File: config.mk
export PLATFORM = sky130hd
export DESIGN_NAME = rdy_dout_port
export DESIGN_NICKNAME = d
export VERILOG_FILES = /design/src/rtl/rdyout_pkg.sv /design/src/rtl/sclk_edge_sync.sv /design/src/rtl/power_sequencer.sv /design/src/rtl/update_guard.sv /design/src/rtl/word_shifter.sv /design/src/rtl/rdy_dout_port.sv
export SDC_FILE = /design/constraint.sdc
export NUM_CORES = 1
export LEC_CHECK = 0
export ABC_CLOCK_PERIOD_IN_PS = 1800
export CORE_MARGIN = 1
export CORE_UTILIZATION = 52
export DETAILED_ROUTE_END_ITERATION = 16
export PLACE_DENSITY = 0.76
export SETUP_SLACK_MARGIN = 0.05
export SKIP_CTS_REPAIR_TIMING = 1
export SYNTH_ARGS = -nofsm -noshare
export SYNTH_HDL_FRONTEND = slang
export SYNTH_SLANG_ARGS = --single-unit
File: constraint.sdc
create_clock -name clk -period 1.8 [get_ports clk]
set_input_delay 0.27 -clock clk [delete_from_list [all_inputs] [get_ports clk]]
set_output_delay 0.27 -clock clk [all_outputs]
set_load 0.05 [all_outputs]
File: src/rtl/rdyout_pkg.sv
package rdyout_pkg;

    typedef enum logic [1:0] {
        PH_OFF,
        PH_WAKE,
        PH_SETTLE,
        PH_RUN
    } phase_e;

    typedef enum logic [1:0] {
        WD_EMPTY,
        WD_ARMED,
        WD_SHIFT
    } word_e;

    typedef struct packed {
        logic fall;
        logic rise;
    } sclk_evt_t;

    function automatic int cnt_width(input int n);
        return (n < 2) ? 1 : $clog2(n + 1);
    endfunction

endpackage

File: src/rtl/sclk_edge_sync.sv
module sclk_edge_sync
    import rdyout_pkg::*;
#(
    parameter int SYNC_STAGES = 2
) (
    input  logic      clk,
    input  logic      rst,
    input  logic      sclk_async,
    output sclk_evt_t evt
);
    // chain[SYNC_STAGES-1] is the synchronized level, chain[SYNC_STAGES] its delayed copy
    logic [SYNC_STAGES:0] chain;

    always_ff @(posedge clk) begin
        if (rst) chain <= '1;
        else     chain <= {chain[SYNC_STAGES-1:0], sclk_async};
    end

    always_comb begin
        evt.fall = !chain[SYNC_STAGES-1] &&  chain[SYNC_STAGES];
        evt.rise =  chain[SYNC_STAGES-1] && !chain[SYNC_STAGES];
    end
endmodule

File: src/rtl/power_sequencer.sv
module power_sequencer
    import rdyout_pkg::*;
#(
    parameter int PWRUP_CYC  = 100000,
    parameter int SETTLE_CYC = 4000
) (
    input  logic   clk,
    input  logic   rst,
    input  logic   pwr_down,
    input  logic   cfg_change,
    output phase_e phase
);
    localparam int MAXC = (PWRUP_CYC > SETTLE_CYC) ? PWRUP_CYC : SETTLE_CYC;
    localparam int CW   = cnt_width(MAXC);
    localparam logic [CW-1:0] WAKE_LOAD   = CW'(PWRUP_CYC - 1);
    localparam logic [CW-1:0] SETTLE_LOAD = CW'(SETTLE_CYC - 1);

    logic [CW-1:0] cnt;

    always_ff @(posedge clk) begin
        if (rst) begin
            phase <= PH_OFF;
            cnt   <= '0;
        end else if (pwr_down) begin
            phase <= PH_OFF;
            cnt   <= '0;
        end else begin
            case (phase)
                PH_OFF: begin
                    phase <= PH_WAKE;
                    cnt   <= WAKE_LOAD;
                end
                PH_WAKE: begin
                    if (cnt == '0) begin
                        phase <= PH_SETTLE;
                        cnt   <= SETTLE_LOAD;
                    end else begin
                        cnt <= cnt - 1'b1;
                    end
                end
                PH_SETTLE: begin
                    if (cfg_change)       cnt <= SETTLE_LOAD;
                    else if (cnt == '0)   phase <= PH_RUN;
                    else                  cnt <= cnt - 1'b1;
                end
                PH_RUN: begin
                    if (cfg_change) begin
                        phase <= PH_SETTLE;
                        cnt   <= SETTLE_LOAD;
                    end
                end
                default: begin
                    phase <= PH_OFF;
                    cnt   <= '0;
                end
            endcase
        end
    end
endmodule

File: src/rtl/update_guard.sv
module update_guard
    import rdyout_pkg::*;
#(
    parameter int CONV_PERIOD = 1000,
    parameter int GUARD_CYC   = 20
) (
    input  logic clk,
    input  logic rst,
    input  logic conv_done,
    output logic guard
);
    localparam int SW = cnt_width(CONV_PERIOD);
    localparam logic [SW-1:0] SAT = SW'(CONV_PERIOD);
    localparam logic [SW-1:0] LIM = SW'(CONV_PERIOD - GUARD_CYC);

    logic [SW-1:0] since;

    always_ff @(posedge clk) begin
        if (rst)             since <= '0;
        else if (conv_done)  since <= '0;
        else if (since != SAT) since <= since + 1'b1;
    end

    assign guard = (since >= LIM);
endmodule

File: src/rtl/word_shifter.sv
module word_shifter
    import rdyout_pkg::*;
#(
    parameter int WORD_W = 24
) (
    input  logic              clk,
    input  logic              rst,
    input  phase_e            phase,
    input  logic              guard,
    input  logic              conv_done,
    input  logic [WORD_W-1:0] conv_data,
    input  sclk_evt_t         evt,
    output logic              line
);
    localparam int BW = cnt_width(WORD_W);
    localparam logic [BW-1:0] LAST = BW'(WORD_W - 1);

    word_e             st;
    logic [WORD_W-1:0] sreg;
    logic              out_bit;
    logic [BW-1:0]     rises;

    always_ff @(posedge clk) begin
        if (rst) begin
            st      <= WD_EMPTY;
            sreg    <= '1;
            out_bit <= 1'b1;
            rises   <= '0;
        end else if (phase != PH_RUN) begin
            st      <= WD_EMPTY;
            out_bit <= 1'b1;
            rises   <= '0;
        end else if (conv_done) begin
            st      <= WD_ARMED;
            sreg    <= conv_data;
            out_bit <= 1'b1;
            rises   <= '0;
        end else if (guard) begin
            st      <= WD_EMPTY;
            rises   <= '0;
        end else begin
            case (st)
                WD_ARMED: begin
                    if (evt.fall) begin
                        out_bit <= sreg[WORD_W-1];
                        sreg    <= {sreg[WORD_W-2:0], 1'b1};
                        st      <= WD_SHIFT;
                    end
                end
                WD_SHIFT: begin
                    if (evt.fall) begin
                        out_bit <= sreg[WORD_W-1];
                        sreg    <= {sreg[WORD_W-2:0], 1'b1};
                    end else if (evt.rise) begin
                        if (rises == LAST) begin
                            st    <= WD_EMPTY;
                            rises <= '0;
                        end else begin
                            rises <= rises + 1'b1;
                        end
                    end
                end
                default: st <= WD_EMPTY;
            endcase
        end
    end

    always_comb begin
        if (phase != PH_RUN)       line = 1'b1;
        else if (st == WD_ARMED)   line = 1'b0;
        else if (st == WD_SHIFT)   line = out_bit;
        else                       line = 1'b1;
    end
endmodule

File: src/rtl/rdy_dout_port.sv
module rdy_dout_port
    import rdyout_pkg::*;
#(
    parameter int WORD_W      = 24,
    parameter int PWRUP_CYC   = 100000,
    parameter int SETTLE_CYC  = 4000,
    parameter int CONV_PERIOD = 1000,
    parameter int GUARD_CYC   = 20,
    parameter int SYNC_STAGES = 2
) (
    input  logic              clk,
    input  logic              rst,
    input  logic              pwr_down,
    input  logic              cfg_change,
    input  logic              conv_done,
    input  logic [WORD_W-1:0] conv_data,
    input  logic              sclk,
    output logic              dout_o,
    output logic              dout_oe
);
    phase_e    phase;
    sclk_evt_t evt;
    logic      guard;

    sclk_edge_sync #(.SYNC_STAGES(SYNC_STAGES)) sync_i (
        .clk        (clk),
        .rst        (rst),
        .sclk_async (sclk),
        .evt        (evt)
    );

    power_sequencer #(.PWRUP_CYC(PWRUP_CYC), .SETTLE_CYC(SETTLE_CYC)) seq_i (
        .clk        (clk),
        .rst        (rst),
        .pwr_down   (pwr_down),
        .cfg_change (cfg_change),
        .phase      (phase)
    );

    update_guard #(.CONV_PERIOD(CONV_PERIOD), .GUARD_CYC(GUARD_CYC)) guard_i (
        .clk       (clk),
        .rst       (rst),
        .conv_done (conv_done),
        .guard     (guard)
    );

    word_shifter #(.WORD_W(WORD_W)) shift_i (
        .clk       (clk),
        .rst       (rst),
        .phase     (phase),
        .guard     (guard),
        .conv_done (conv_done),
        .conv_data (conv_data),
        .evt       (evt),
        .line      (dout_o)
    );

    assign dout_oe = (phase != PH_OFF);
endmodule

==> qor.txt, run 1 <==
Status - finished with violations
Failing checks - setup timing
Clk_skew - 7.21 ps
Main combinational cell family by area after synthesis - simple AND/OR/NAND/NOR gates
First-pass GRT wire length - 14.5 mm
XOR/XNOR Fraction of Synth Area - 0.0297
Fin crit share - 1.06
CTS H-tree depth - 3
Max Cap Viol - 0
Setup_tns - -523 ps
Fraction of layout cells with a size suffix above 1 - 0.256
CTS Buf Count - 9
Vias - 3,496
Max Slew Vio Count - 0
Initial antenna violation count - 0
WL/cell - 16.2 um
CTS root buffer - clkbuf_8
RSZ-0062 raised after global routing - yes
Initial Util - 0.548
Synthesis-to-finish area growth - 33.5%
Overall Global Routing Usage - 0.255
Remaining DRCs - 0
Synth warn - 0
Max-slew headroom - 0.706
Period minus WS final - 1910 ps
Max Root-Sink Buffers - 2
Post-synth EDFFs - 0
Diode count - 0
Num Clock Sinks - 64
Asr flop ratio synth - 0
Predominant post-synthesis flop cell - dfxtp_1
Worst setup margin - -110 ps
Max Freq - 524 MHz
Synth Area in Compound Gates - 0.184
Mapped Nets - 462
Crit Path Class - reg2reg
Post-route insts no fill - 580
Startpoint types - flop
Nature of the critical path endpoint - flop
CP max FO - 3
CTS tree - done
Largest net degree at the start of global routing - 36
CP arrival - 2200 ps
Worst-path clk slew - 70 ps
Placed cells - 561
Area of the core - 6460 um2
Final hold viol count - 0
Yosys top cell area share - 0.362
Vias in the first global route - 3,247
Pwr Density - 675 nW/um2
Gate Count Post-Synth - 425
Synth Cell Area - 3540 um2
Met1 GRT Util - 0.308
Mux contribution to synthesized area - 0.0735
Buffers added on ports - 31
Post-synth top area cell - dfxtp_1
Synth area leaders - dfxtp_1 36%, and3_1 8.8%, mux2i_1 7.3%, a211oi_1 5.1%, o21ai_0 4.0%
Vias per cell - 6.03
Synth Area in Simple Gates - 0.282
Most common cell in the netlist - dfxtp_1
Congestion Overflow GR - 0
Total Power - 3.19 mW
Worst IR Drop VDD - 0.376 mV
DR pass1 iterations - 4
Die height - 84.5 um
Worst Hold Class - reg2reg
Ports - 32
Post-synthesis sequential area ratio - 0.362
GR Util met3 - 0.0678
Routability Congestion - 0.934
Leak - 2.15 nW
Worst-margin pin slew - 441 ps
Synth top cells by count - 64 x dfxtp_1, 50 x and3_1, 31 x nor2_1, 28 x o21ai_0, 26 x mux2i_1
Final Util - 0.732
Critical path required time - 2090 ps
GR Util met2 - 0.429
Adder-cell share of the synthesized area - 0.0247
Place WS - -226 ps
Drt total wl - 9.40 mm
Die X - 84.5 um
Worst skew pair latency - 350 ps
FF+latch count, synth - 64
Synth Area per Inst - 8.33 um2
Std cell rows - 29
# nets final - 536
DP Wirelength - 6.12 mm
DR iter-0 viols - 206
Post-DRT Antenna Nets - 0
Busiest layer in global routing - met2
Final setup viols - 11
Cell variety after synth - 54
Die area - 7150 um2
-- layer usage --
| layer | wire (um) | vias to the layer above |
|---|---|---|
| met2 | 4550 | 105 |
| met5 | 0 | - |
| met3 | 529 | 28 |
| li1 | - | 1712 |
| met4 | 227 | 0 |
| met1 | 4090 | 1651 |
-- per-stage QoR --
| stage | area (um2) | hold WS, ps |
|---|---|---|
| after floorplan | 3550 | 374 |
| final | 4730 | 412 |
| after global placement | 4290 | 406 |
| after detailed placement | 4290 | 394 |
| after global routing | 4730 | 428 |
| after CTS | 4470 | 414 |
-- layout by cell type (no fill, tap or decap), types with 5 or more instances in the layout --
master           netlist  routed
nand3_1               10       9
inv_1                 12      11
nor2_1                31      30
a211oi_1              24      23
nor2b_1                6       6
nor3_1                 8       7
dfxtp_2                0       6
a21oi_1               19      16
nand4_1                6       6
o21ai_1                5       7
or2_2                  5       5
dfxtp_1               64      57
clkbuf_8               0       9
nand2_1               22      20
clkdlybuf4s50_1        0      29
buf_4                  1      52
mux2i_1               26      26
buf_6                  0       6
o21ai_0               28      24
xor2_1                 7       7
and3_1                50      50
xnor2_1                5       5
-- path summary, 6_finish.rpt --
| path | from | to | slack, ps | depth (start not counted) |
|---|---|---|---|---|
| setup / recovery | seq_i.cnt[8] | seq_i.cnt[10] | -110 | 5 |
| hold / removal | sync_i.chain[0] | sync_i.chain[1] | 410 | 1 |
| setup reg to reg | seq_i.cnt[8] | seq_i.cnt[10] | -110 | 5 |
| hold reg to reg | sync_i.chain[0] | sync_i.chain[1] | 410 | 1 |
-- flip-flops by register name, summed over array words and instances, names as in the netlist --
name and cells:
shift_i.sreg 24, sync_i.chain 3, shift_i.rises 5, seq_i.cnt 17, seq_i.phase 2, guard_i.since 10
shift_i.out_bit 1, shift_i.st 2
-- critical path: stages, from the launching register on --
cell and delay, ps:
dfxtp_2 320, or4_4 540, or4_4 470, nor3_2 200, o31a_1 180, o21a_1 140
-- cell families (layout without fill, tap and decap cells) --
| logic type | Yosys count | after routing |
|---|---|---|
| and+or+nand+nor | 173 | 173 |
| AOI/OAI and AO/OA | 103 | 103 |
| DFF | 64 | 64 |
| buffers and inverters | 40 | 118 |
| muxes | 26 | 26 |
| xor gates and xnor gates | 12 | 12 |
| adders and majority gates | 7 | 7 |
-- report_power, final --
group          internal (mW)  switching, mW
Sequential              1.44         0.0196
Combinational          0.275          0.268
Clock                  0.626          0.564
Total                   2.34          0.851
-- area by class of cell --
cell class / instances / area (um2)
fill: 481 / 1730
sequential: 64 / 1290
clock inverter: 6 / 61.3
clock buffer: 9 / 124
tap: 77 / 96.3
multi-input combinational: 321 / 2280
inverter: 12 / 45.0
timing repair buffer: 91 / 828
Power figures use the tool's default switching activity.
==> run 2, diff against run 1 <==
Settings changed: CORE_ASPECT_RATIO set to 1.2, CTS_CLUSTER_SIZE set to 24.
==> run 2 against run 1 <==
- the run still ends with setup timing left
- fmax shrank 1.7%
- count of clock-buffer cells in the layout stayed put
- utilization grew 0.81 points
- clock skew rose by 6.1 ps
- highest routed layer unchanged
- sequential cell count unchanged
- final area up 1.5%
- sequential power about the same
- largest cell class unchanged
- global-route usage increased by 0.42 points
- critical path depth is the same
- critical path type unchanged
==> qor.txt, run 2 (synthesized netlist as in run 1, its figures left out) <==
Max Root-Sink Buffers - 2 (unchanged)
CP arrival - 2190 ps (about the same)
Synthesis-to-finish area growth - 35.5%
Max Freq - 515 MHz (-1.7%)
Remaining DRCs - 0 (unchanged)
CP cell instances - or4_4 -> or4_4 -> nor3_4 -> or3_4 -> a21oi_2
Worst setup margin - -143 ps (-33.4 ps)
# nets final - 540 (+0.75%)
First-pass GRT wire length - 14.8 mm (+1.9%)
Largest net degree at the start of global routing - 47 (+31%)
Vias per cell - 6.02 (about the same)
Top cell by count, worst path - or4_4
Worst-path clk slew - 80 ps (about the same)
Final hold viol count - 0 (unchanged)
Register area - 1290 um2 (about the same)
Max Slew Vio Count - 0 (unchanged)
Worst-margin pin slew - 430 ps (-10.7 ps)
Die area - 7150 um2 (about the same)
Most frequent cells in the layout - 58 x dfxtp_1, 52 x buf_4, 50 x and3_1
Max Cap Viol - 0 (unchanged)
Fraction of layout cells with a size suffix above 1 - 0.252 (-0.00449)
Ports - 32 (unchanged)
Clk_skew - 13.3 ps (+6.07 ps)
Worst path max stage delay - 550 ps (about the same)
RSZ-0062 raised after global routing - yes
WL/cell - 16.5 um (+2.0%)
Drt total wl - 9.80 mm (+4.3%)
Top flop regs - shift_i.sreg (24), seq_i.cnt (17), guard_i.since (10)
CP max FO - 3 (unchanged)
Std cell rows - 32 (+10%)
Worst path slowest cell - or4_4
Nature of the critical path endpoint - flop
Area of the multi-input gates - 2250 um2 (-1.3%)
CTS Buf Count - 9 (unchanged)
DR iter-0 viols - 230 (+12%)
CTS root buffer - clkbuf_8
Congestion Overflow GR - 0 (unchanged)
Initial antenna violation count - 0 (unchanged)
CTS H-tree depth - 3 (unchanged)
Diode count - 0 (unchanged)
Leading cell type in the layout, fill and taps excluded - dfxtp_1
Pwr Density - 718 nW/um2 (+6.4%)
Fillers - 482 (+0.21%)
Max-slew headroom - 0.711 (+0.00507)
Period minus WS final - 1940 ps (+33.4 ps)
DR pass1 iterations - 4 (unchanged)
Status - finished with violations
Critical path required time - 2040 ps (-50 ps)
Max FFs per register - 24 (unchanged)
Placed Area - 4280 um2 (-0.12%)
Startpoint types - flop
Total Power - 3.45 mW (+8.0%)
Worst Hold Class - reg2reg
Most flop-heavy register - shift_i.sreg
Fin crit share - 1.08 (+0.0186)
Post-DRT Antenna Nets - 0 (unchanged)
Leak - 2.17 nW (+1.1%)
Crit Path Class - reg2reg
DP Wirelength - 6.11 mm (-0.12%)
Place WS - -234 ps (-8.11 ps)
CTS tree - done
Worst skew pair latency - 350 ps (about the same)
Hold Slack - 426 ps (+14.0 ps)
Failing checks - setup timing
Vias - 3,572 (+2.2%)
Die X - 77.3 um (-8.5%)
Buffers added on ports - 31 (unchanged)
Routability Congestion - 0.975 (+4.4%)
Area of the core - 6490 um2 (+0.43%)
Final Cell Area - 4800 um2 (+1.5%)
Die height - 92.4 um (+9.3%)
Vias in the first global route - 3,284 (+1.1%)
Overall Global Routing Usage - 0.259 (+0.00422)
Num Clock Sinks - 64 (unchanged)
Worst IR Drop VDD - 0.543 mV (+45%)
Initial Util - 0.546 (-0.00233)
Final setup viols - 13 (+2)
run 2: cell types whose count changed in the layout (fill, tap and decap cells not counted), sizes merged:
cell	previous run	this run
buf	62	65
inv	12	15
clkinv	4	2
bufinv	1	2
clkbuf	9	10
clkinvlp	1	0
run 2: cell type report:
| type | instances | share of cell area |
|---|---|---|
| tap | 85 | 0.0222 |
| clock buffer | 9 | 0.0258 |
| multi-input combinational | 321 | 0.469 |
| inverter | 12 | 0.00938 |
| sequential | 64 | 0.269 |
| clock inverter | 7 | 0.0208 |
| timing repair buffer | 95 | 0.184 |
run 2: through the flow:
stage | instances | setup TNS [ps] | utilization
6_report | 593 | -1370 | 0.740
5_1_grt | 593 | -1900 | 0.740
2_1_floorplan | 425 | -410 | -
3_3_place_gp | 567 | -1420 | 0.660
3_5_place_dp | 567 | -2420 | 0.660
4_1_cts | 583 | -2730 | 0.695
run 2: worst paths after layout:
path              slack, ps  depth (start not counted)         endpoint            start
setup / recovery       -140                          5     seq_i.cnt[6]     seq_i.cnt[8]
hold / removal          430                          1  sync_i.chain[1]  sync_i.chain[0]
setup reg to reg       -140                          5     seq_i.cnt[6]     seq_i.cnt[8]
hold reg to reg         430                          1  sync_i.chain[1]  sync_i.chain[0]
run 2: report_power, final:
| group | total (mW) | switching, mW | internal [mW] |
|---|---|---|---|
| clock | 1.43 | 0.638 | 0.794 |
| combinational | 0.556 | 0.275 | 0.281 |
| sequential | 1.46 | 0.0205 | 1.44 |
run 2: critical path, delay by kind of cell (launching register included):
family,cells,cell delay (ps)
AO/OA/AOI/OAI,1,40
flip-flops,1,330
AND/OR/NAND/NOR,4,1460
run 2: per-layer routing:
metal / share of wire / global-route usage / vias to the layer above / wire length, um
met5: 0 / 0 / - / 0
met4: 0.033 / 0.137 / 0 / 325
met3: 0.039 / 0.0384 / 28 / 382
met2: 0.51 / 0.461 / 105 / 5020
met1: 0.42 / 0.296 / 1713 / 4070
li1: - / - / 1726 / -
